<file path="config.mk">
export PLATFORM = sky130hd
export DESIGN_NAME = err_code_agg
export DESIGN_NICKNAME = d
export VERILOG_FILES = /design/src/rtl/err_agg_pkg.sv /design/src/rtl/err_fifo_class.sv /design/src/rtl/err_sticky_reg.sv /design/src/rtl/err_test_ctrl.sv /design/src/rtl/err_code_agg.sv
export SDC_FILE = /design/constraint.sdc
export NUM_CORES = 1
export LEC_CHECK = 0
export CORE_MARGIN = 2
export CORE_UTILIZATION = 55
export DETAILED_ROUTE_END_ITERATION = 12
export DONT_BUFFER_PORTS = 1
export PLACE_DENSITY = 0.77
export SLEW_MARGIN = 15
export SYNTH_ARGS = -nofsm -noshare
export SYNTH_HDL_FRONTEND = slang
export SYNTH_SLANG_ARGS = --single-unit
</file>
<file path="constraint.sdc">
create_clock -name clk_i -period 2.05 [get_ports clk_i]
set_input_delay 0.1025 -clock clk_i [delete_from_list [all_inputs] [get_ports clk_i]]
set_output_delay 0.1025 -clock clk_i [all_outputs]
set_load 0.05 [all_outputs]
</file>
<file path="src/rtl/err_agg_pkg.sv">
package err_agg_pkg;
  localparam int unsigned CodeW    = 32;
  localparam int unsigned FifoLsb  = 0;
  localparam int unsigned SmLsb    = 20;
  localparam int unsigned CntBit   = 26;
  localparam int unsigned TypeLsb  = 28;
  localparam int unsigned NumKinds = 3;
  localparam int unsigned SelW     = $clog2(CodeW);

  typedef enum logic [1:0] {
    AddrLock    = 2'd0,
    AddrTest    = 2'd1,
    AddrIntrEn  = 2'd2,
    AddrIntrClr = 2'd3
  } reg_addr_e;

  function automatic logic [CodeW-1:0] valid_mask(int unsigned nfifo, int unsigned nsm);
    logic [CodeW-1:0] m;
    m = '0;
    for (int unsigned i = 0; i < nfifo; i++) m[FifoLsb+i] = 1'b1;
    for (int unsigned i = 0; i < nsm; i++)   m[SmLsb+i]   = 1'b1;
    m[CntBit] = 1'b1;
    for (int unsigned i = 0; i < NumKinds; i++) m[TypeLsb+i] = 1'b1;
    return m;
  endfunction
endpackage

</file>
<file path="src/rtl/err_fifo_class.sv">
module err_fifo_class
  import err_agg_pkg::*;
#(
  parameter int unsigned NFifo = 16
) (
  input  logic                      clk_i,
  input  logic                      rst_ni,
  input  logic [NFifo-1:0]          hit_i,
  input  logic [NFifo*NumKinds-1:0] kind_i,
  output logic [NumKinds-1:0]       type_o
);
  for (genvar k = 0; k < NumKinds; k++) begin : g_kind
    logic [NFifo-1:0] sel;
    for (genvar f = 0; f < NFifo; f++) begin : g_fifo
      assign sel[f] = hit_i[f] & kind_i[f*NumKinds+k];
    end
    assign type_o[k] = |sel;
  end

  // a type can only be reported when some FIFO is erroring
  p_type_needs_hit_r2: assert property (@(posedge clk_i) disable iff (!rst_ni)
    (type_o != '0) |-> (hit_i != '0));
endmodule

</file>
<file path="src/rtl/err_sticky_reg.sv">
module err_sticky_reg #(
  parameter int unsigned     W    = 32,
  parameter logic [W-1:0]    Mask = '1
) (
  input  logic         clk_i,
  input  logic         rst_ni,
  input  logic [W-1:0] set_i,
  output logic [W-1:0] q_o
);
  logic [W-1:0] q;

  always_ff @(posedge clk_i or negedge rst_ni) begin
    if (!rst_ni) q <= '0;
    else         q <= q | (set_i & Mask);
  end
  assign q_o = q;

  for (genvar b = 0; b < W; b++) begin : g_chk
    // a captured bit never falls without reset
    p_sticky_r4: assert property (@(posedge clk_i) disable iff (!rst_ni)
      q[b] |=> q[b]);
    if (!Mask[b]) begin : g_res
      // reserved positions never rise
      p_reserved_zero_r10: assert property (@(posedge clk_i) disable iff (!rst_ni)
        !q[b]);
    end
  end
endmodule

</file>
<file path="src/rtl/err_test_ctrl.sv">
module err_test_ctrl
  import err_agg_pkg::*;
(
  input  logic             clk_i,
  input  logic             rst_ni,
  input  logic             wr_en_i,
  input  logic [1:0]       wr_addr_i,
  input  logic [CodeW-1:0] wr_data_i,
  input  logic             ev_any_i,
  output logic [CodeW-1:0] inj_o,
  output logic             lock_o,
  output logic             intr_state_o,
  output logic             intr_en_o
);
  logic lock_q, state_q, en_q;
  logic wr_lock, wr_test, wr_en_reg, wr_clr;

  assign wr_lock   = wr_en_i && (wr_addr_i == AddrLock);
  assign wr_test   = wr_en_i && (wr_addr_i == AddrTest) && lock_q;
  assign wr_en_reg = wr_en_i && (wr_addr_i == AddrIntrEn);
  assign wr_clr    = wr_en_i && (wr_addr_i == AddrIntrClr) && wr_data_i[0];

  always_comb begin
    inj_o = '0;
    if (wr_test) inj_o[wr_data_i[SelW-1:0]] = 1'b1;
  end

  always_ff @(posedge clk_i or negedge rst_ni) begin
    if (!rst_ni) begin
      lock_q  <= 1'b1;
      state_q <= 1'b0;
      en_q    <= 1'b0;
    end else begin
      if (wr_lock && !wr_data_i[0]) lock_q <= 1'b0;
      if (wr_en_reg) en_q <= wr_data_i[0];
      if (ev_any_i)    state_q <= 1'b1;
      else if (wr_clr) state_q <= 1'b0;
    end
  end

  assign lock_o       = lock_q;
  assign intr_state_o = state_q;
  assign intr_en_o    = en_q;

  // once cleared, the lock stays cleared
  p_lock_hold_r9: assert property (@(posedge clk_i) disable iff (!rst_ni)
    !lock_q |=> !lock_q);
  // no injection while locked
  p_inj_blocked_r9: assert property (@(posedge clk_i) disable iff (!rst_ni)
    !lock_q |-> (inj_o == '0));
  // an injection targets at most one bit
  p_inj_onehot_r7: assert property (@(posedge clk_i) disable iff (!rst_ni)
    $onehot0(inj_o));
  // a capture always leaves the interrupt state set
  p_intr_set_r6: assert property (@(posedge clk_i) disable iff (!rst_ni)
    ev_any_i |=> state_q);
endmodule

</file>
<file path="src/rtl/err_code_agg.sv">
module err_code_agg
  import err_agg_pkg::*;
#(
  parameter int unsigned NFifo = 16,
  parameter int unsigned NSm   = 6
) (
  input  logic                      clk_i,
  input  logic                      rst_ni,
  input  logic [NFifo-1:0]          fifo_err_i,
  input  logic [NFifo*NumKinds-1:0] fifo_kind_i,
  input  logic [NSm-1:0]            sm_err_i,
  input  logic                      cnt_err_i,
  input  logic                      wr_en_i,
  input  logic [1:0]                wr_addr_i,
  input  logic [CodeW-1:0]          wr_data_i,
  output logic [CodeW-1:0]          err_code_o,
  output logic                      fatal_alert_o,
  output logic                      intr_state_o,
  output logic                      intr_en_o,
  output logic                      intr_o,
  output logic                      lock_o
);
  localparam logic [CodeW-1:0] ValidMask = valid_mask(NFifo, NSm);

  logic [CodeW-1:0]    inj_vec, set_vec, code_q;
  logic [NFifo-1:0]    fifo_hit;
  logic [NumKinds-1:0] type_hit;
  logic                ev_any;

  assign fifo_hit = fifo_err_i | inj_vec[FifoLsb +: NFifo];

  err_fifo_class #(.NFifo(NFifo)) u_class (
    .clk_i  (clk_i),
    .rst_ni (rst_ni),
    .hit_i  (fifo_hit),
    .kind_i (fifo_kind_i),
    .type_o (type_hit)
  );

  always_comb begin
    set_vec = inj_vec;
    set_vec[FifoLsb +: NFifo]   = fifo_hit;
    set_vec[SmLsb +: NSm]       = inj_vec[SmLsb +: NSm] | sm_err_i;
    set_vec[CntBit]             = inj_vec[CntBit] | cnt_err_i;
    set_vec[TypeLsb +: NumKinds] = inj_vec[TypeLsb +: NumKinds] | type_hit;
  end

  assign ev_any = |(set_vec & ValidMask);

  err_sticky_reg #(.W(CodeW), .Mask(ValidMask)) u_code (
    .clk_i  (clk_i),
    .rst_ni (rst_ni),
    .set_i  (set_vec),
    .q_o    (code_q)
  );

  err_test_ctrl u_ctrl (
    .clk_i        (clk_i),
    .rst_ni       (rst_ni),
    .wr_en_i      (wr_en_i),
    .wr_addr_i    (wr_addr_i),
    .wr_data_i    (wr_data_i),
    .ev_any_i     (ev_any),
    .inj_o        (inj_vec),
    .lock_o       (lock_o),
    .intr_state_o (intr_state_o),
    .intr_en_o    (intr_en_o)
  );

  assign err_code_o    = code_q;
  assign fatal_alert_o = (|code_q[SmLsb +: NSm]) | code_q[CntBit];
  assign intr_o        = intr_state_o & intr_en_o;

  // FIFO pulse captured at the next edge
  p_fifo_capture_r1: assert property (@(posedge clk_i) disable iff (!rst_ni)
    fifo_err_i[0] |=> err_code_o[FifoLsb]);
  // counter mismatch leads to fatal alert
  p_cnt_alert_r5: assert property (@(posedge clk_i) disable iff (!rst_ni)
    cnt_err_i |=> (err_code_o[CntBit] && fatal_alert_o));
  // state machine error leads to fatal alert
  p_sm_alert_r5: assert property (@(posedge clk_i) disable iff (!rst_ni)
    sm_err_i[0] |=> fatal_alert_o);
  // a request needs an enable
  p_intr_gate_r6: assert property (@(posedge clk_i) disable iff (!rst_ni)
    intr_o |-> (intr_en_o && intr_state_o));
endmodule

</file>
# ---- After elaboration in Yosys (flattened, before gate mapping)
# Cells that the tools add are included.
dict set report classes {
  order_cmp 2
  eq_ne 3
  muxes 5
  bitwise_logic 55
  n_reduce_logical 16
}
# operator count
set op_table {}
lappend op_table {{bitwise AND 1 bit} 49}
lappend op_table {{OR reduction 16 bit} 3}
lappend op_table {{bitwise OR 32 x 31 -> 32 bit} 1}
lappend op_table {{two-way mux 31 bit} 1}
lappend op_table {{OR reduction 26 bit} 1}
lappend op_table {{bitwise OR 16 bit} 1}
lappend op_table {{logical AND 1 bit} 8}
lappend op_table {{< comparator 5 x 6 -> 1 bit, second input constant} 1}
lappend op_table {{bitwise OR 6 bit} 1}
lappend op_table {{OR reduction 6 bit} 1}
lappend op_table {{demux 1 bit (select 5 bit)} 1}
lappend op_table {{>= comparator 5 x 1 -> 1 bit, second input constant} 1}
lappend op_table {{== test 2 bit, second input constant} 2}
lappend op_table {{two-way mux 1 bit} 3}
lappend op_table {{bitwise OR 3 bit} 1}
lappend op_table {{== test 2 x 1 -> 1 bit, second input constant} 1}
lappend op_table {{logical NOT 2 bit} 1}
lappend op_table {{bitwise OR 1 bit} 2}
lappend op_table {{nonzero test 2 bit} 1}
lappend op_table {{logical NOT 1 bit} 1}
dict set report totals {
  reg_bits 35
  in_bits 108
  out_inout_bits 37
  word_cells 85
}

# ---- Depth between registers and ports, before layout
dict set report depth {
  depth_word 11
  mapped_depth 8
  depth_no_buf 6
}

# ---- Modules after synthesis
# A second synthesis with hierarchy kept.
dict set report hier_totals {
  cells_unflattened 191
  hier_area_um2 1900.6
}
# mod n_inst cells_each area_each_um2
set by_module_without_submodules {}
lappend by_module_without_submodules {err_sticky_reg 1 59 862.1}
lappend by_module_without_submodules {err_test_ctrl 1 60 513.0}
lappend by_module_without_submodules {err_code_agg 1 45 284.0}
lappend by_module_without_submodules {err_fifo_class 1 27 241.5}

# ---- Worst setup path before layout
# No wires, ideal clock.
dict set report synth_path {
  path_type {reg2reg}
  start {reg u_ctrl.lock_q (netlist: u_ctrl.lock_o)}
  end {reg u_ctrl.state_q (netlist: u_ctrl.intr_state_o)}
  setup_ns 0.072
  arrival_time_ns 1.881
  required_ns 1.978
  setup_slack_ns 0.096
  path_stages_with_launch 7
  path_buffers 0
  period_less_slack_ns 1.954
  cell_sequence {dfstp_2 nand4b_2 nor3b_2 a22oi_1 o22a_1 nand4b_1 nand4b_1}
}
dict set report synth_between {
  elab_chain_cells 8
}
# element line
set synth_rtl {}
lappend synth_rtl {{from (decl)} err_test_ctrl.sv:15} ;# logic lock_q, state_q, en_q;
lappend synth_rtl {{from (signal assigned)} err_test_ctrl.sv:30} ;# lock_q <= 1'b1;
lappend synth_rtl {{from (signal assigned)} err_test_ctrl.sv:34} ;# if (wr_lock && !wr_data_i[0]) lock_q <= 1'b0;
lappend synth_rtl {{logical AND 1 bit (*)} err_test_ctrl.sv:19} ;# assign wr_test = wr_en_i && (wr_addr_i == AddrTest) && lock_q;
lappend synth_rtl {{two-way mux 31 bit (*)} err_test_ctrl.sv:25} ;# if (wr_test) inj_o[wr_data_i[SelW-1:0]] = 1'b1;
lappend synth_rtl {{bitwise OR 16 bit} err_code_agg.sv:30} ;# assign fifo_hit = fifo_err_i | inj_vec[FifoLsb +: NFifo];
lappend synth_rtl {{bitwise AND 1 bit} err_fifo_class.sv:15} ;# assign sel[f] = hit_i[f] & kind_i[f*NumKinds+k];
lappend synth_rtl {{OR reduction 16 bit} err_fifo_class.sv:17} ;# assign type_o[k] = |sel;
lappend synth_rtl {{bitwise OR 3 bit} err_code_agg.sv:45} ;# set_vec[TypeLsb +: NumKinds] = inj_vec[TypeLsb +: NumKinds] | type_hit;
lappend synth_rtl {{OR reduction 26 bit (*)} err_code_agg.sv:48} ;# assign ev_any = |(set_vec & ValidMask);
lappend synth_rtl {{two-way mux 1 bit or nonzero test 2 bit (tied branches)} n/a}
lappend synth_rtl {{to (signal assigned)} err_test_ctrl.sv:31} ;# state_q <= 1'b0;
lappend synth_rtl {{to (signal assigned)} err_test_ctrl.sv:36} ;# if (ev_any_i) state_q <= 1'b1;
lappend synth_rtl {{to (signal assigned)} err_test_ctrl.sv:37} ;# else if (wr_clr) state_q <= 1'b0;
lappend synth_rtl {{to (decl)} err_test_ctrl.sv:15}
# Every way passes the cells marked *; elsewhere a longest branch is shown, timed or not.
# A chain may end at the register's enable or synchronous reset.

# ---- Final worst setup path
# Same ends and word-level chain as after synthesis.

==> out/metrics.yaml <==
routing:
  wl_mm: 7.56
  viasPerCell: 7.24
  ant_nets: 0
  vias: 2208
  drtIter0Drc: 284
  drc: 0
  wl_per_cell_um: 24.8
  dr.pass1.iters: 8
clock_tree:
  clkTransAtPathRegs_ns: 0.07
  cts_tree: "done"
  htreeDepth: 2
  ctsLongestPathBuffers: 2
  cts_num_sinks: 29
  root_buffer: "clkbuf_8"
  clock_latency_ns: 0.29
  numCtsBuffers: 5
timing:
  rsz0062_at_grt: "no"
  period_share_pct: 97.3
  drv_slew: 0
  final_hold_viol_count: 0
  layout_min_cycle_time_ns: 1.99
  relSlewSlack_pct: 44.4
  setup_tns_ns: 0
  max_freq_mhz: 502
  worstMarginPinSlew_ns: 0.831
  fin_skew_ns: 0.00580
  setup_viol: 0
yosys:
  ys_async_sr_fraction_pct: 100
  avgSynthCellArea_um2: 9.25
  yosys_warnings: 0
  ys_top_cells_by_count: "28 x dfrtp_1, 23 x a22oi_1, 16 x nor2_1"
  synth_top_area_cell: "dfrtp_1"
  yosysMostFrequentCell: "dfrtp_1"
  yosysSeqAreaShare_pct: 35.3
  synth_cells: 223
  synth_area_leaders: "dfrtp_1 34%, a22oi_1 8.4%, a211o_1 5.1%, mux2i_1 2.9%, o21ai_0 2.9%"
  yosys_register_bits: 29
  synth_edf_count: 0
  synth_area_um2: 2060
  ys.flop_type: "dfrtp_1"
  synth_top_area_share_pct: 34.0
  synth_cell_types: 59
floorplan:
  core_area_um2: 3630
  start_util_pct: 56.7
  rows: 22
  die_width_um: 65.2
  die_y_um: 65.2
  pin_count: 145
  die-area_um2: 4250
job:
  max-cap-violations: 0
finish:
  nFillCells: 316
  antenna_cells: 0
  layout.cells.non_filler: 305
  nNetsFinal: 364
  area_growth_syn_to_layout_pct: 23.3
  drive_above_1_share_pct: 14.0
placed_design:
  portBuffers: 0
  dpl.hpwl_mm: 5.48
  gp_congestion: 0.956
  dp.cells: 267
hold_path:
  min_to: "u_code.q_o[1]"
  hold_class: "in2reg"
  holdPathStages: 2
  min_from: "wr_data_i[0]"
global_routing:
  gr-usage-met3_pct: 14.9
  grt_usage_pct: 36.4
  top_usage_layer: "met2"
  met1_usage_pct: 43.6
  grt_start_max_net_pins: 30
  antenna_found_initial: 0
  groute.layer.met2.usage_pct: 58.7
  grt_pass1_wl_mm: 11.4
  grt_pass1_vias: 2208
  globalRouteOverflowTotal: 0
critical_path:
  cp-end-kind: "flop"
  crit_type: "reg2reg"
  r2r_setup_slack_ns: 0.06
  regToRegEndpoint: "u_ctrl.intr_state_o"
  cp_slowest_stage_delay_ns: 0.39
  cpMostUsedCell: "buf_4"
  crit_fanout: 7
  start_kind: "flop"
  path_cells: "nand4b_2 > nor3b_4 > buf_4 > buf_4 > a221oi_1 > nand4_1 > nor4_2 > nand4b_1"
  cp.arrival_ns: 2.15
  slowest_stage: "dfstp_2"
  cp.required_ns: 2.21
  r2r_start: "u_ctrl.lock_o"
  r2r_cells: 8
power:
  power_density_nw_per_um2: 562
  irDropWorstVdd_uv: 593
  leakage_nw: 0.867
outcome:
  status: "complete, no violations"
[registers in the layout (all words and copies together), names as in the netlist]
name                 cells
u_ctrl.intr_en_o         1
u_ctrl.intr_state_o      1
u_code.q_o              26
u_ctrl.lock_o            1
[report_power, final]
part | switching (mW) | internal (mW) | leakage [nW]
clock network | 0.227 | 0.396 | 0.0585
logic | 0.111 | 0.101 | 0.550
registers | 0.0169 | 0.576 | 0.258
total | 0.355 | 1.07 | 0.867
[layout make-up]
class | count | area (µm²) | share of cell area [%]
Clock buffer | 7 | 86.3 | 3.40
Tap cell | 48 | 60.1 | 2.36
Timing Repair Buffer | 39 | 370 | 14.6
Inverter | 5 | 18.8 | 0.738
Clock inverter | 1 | 30.0 | 1.18
Multi-Input combinational cell | 176 | 1250 | 49.2
Sequential cell | 29 | 727 | 28.6
[routing by layer]
layer	part of all wire, %	routed length [µm]	vias up
met3	16	1220	21
li1	-	-	951
met2	46	3470	191
met5	0	0	-
met4	2.4	183	0
met1	36	2690	1045
[critical path: cells and delay by family, from the launching register on]
family	cells	cell delay, ns
buffers and inverters	2	0.31
and+or+nand+nor	5	0.92
AOI/OAI and AO/OA	1	0.23
DFF	1	0.39
[stage by stage]
step | setup WS (ns) | utilization, % | cell area [µm²] | total power [mW] | hold slack [ns]
detailed placement | 0.0184 | 58.0 | 2110 | 0.755 | -0.192
CTS | 0.0481 | 69.1 | 2510 | 1.43 | 0.0101
finish | 0.0562 | 70.0 | 2540 | 1.43 | 0.0127
floorplan | 0.0961 | - | 2080 | 0.763 | -0.193
global route | 0.00241 | 70.0 | 2540 | 1.47 | 0.0470
global placement | 0.0497 | 58.0 | 2110 | 0.753 | -0.192
[how the worst max path moves through the flow]
stage / start / to
final: u_ctrl.lock_o / u_ctrl.intr_state_o
after floorplan: u_ctrl.lock_o / u_ctrl.intr_state_o
after global placement: u_ctrl.lock_o / u_ctrl.intr_state_o
after CTS: u_ctrl.lock_o / u_ctrl.intr_state_o
after detailed placement: u_ctrl.lock_o / u_ctrl.intr_state_o
after global routing: u_ctrl.lock_o / u_ctrl.intr_state_o
[cells by family after synthesis]
group	synth area share [%]
XOR/XNOR	0.425
AND/OR/NAND/NOR	23.6
buffers and inverters	5.76
flip-flops	35.3
other	0.182
AO/OA/AOI/OAI	29.1
multiplexers	5.64
[repair_timing]
item | in CTS | in global routing
resized for setup | 1 | 2
endpoints found under the setup margin | 1 | 2
pin swaps | 0 | 3
endpoints found under the hold margin | 55 | 0
hold buffers | 27 | 0
buffers inserted | 0 | 3
[layout by cell type, fill, tap and decap left out, types with 2 or more instances in the layout]
cell / instances
a211o_1: 12
a21oi_1: 3
a221oi_1: 2
a22o_1: 3
a22oi_1: 23
a31oi_1: 4
and2_1: 2
and3b_1: 2
buf_4: 12
clkbuf_8: 6
conb_1: 6
dfrtp_1: 28
dlygate4sd3_1: 26
inv_1: 5
mux2_2: 3
mux2i_1: 6
nand2_1: 8
nand2b_1: 5
nand3_1: 5
nand3b_1: 2
nand4_1: 6
nand4b_1: 2
nor2_1: 15
nor2b_1: 2
nor3_1: 4
nor3b_1: 4
nor4_1: 6
o21ai_0: 12
o22ai_1: 3
or2_2: 4
or3_1: 3
Note: power is estimated with default switching activity, not from simulation.
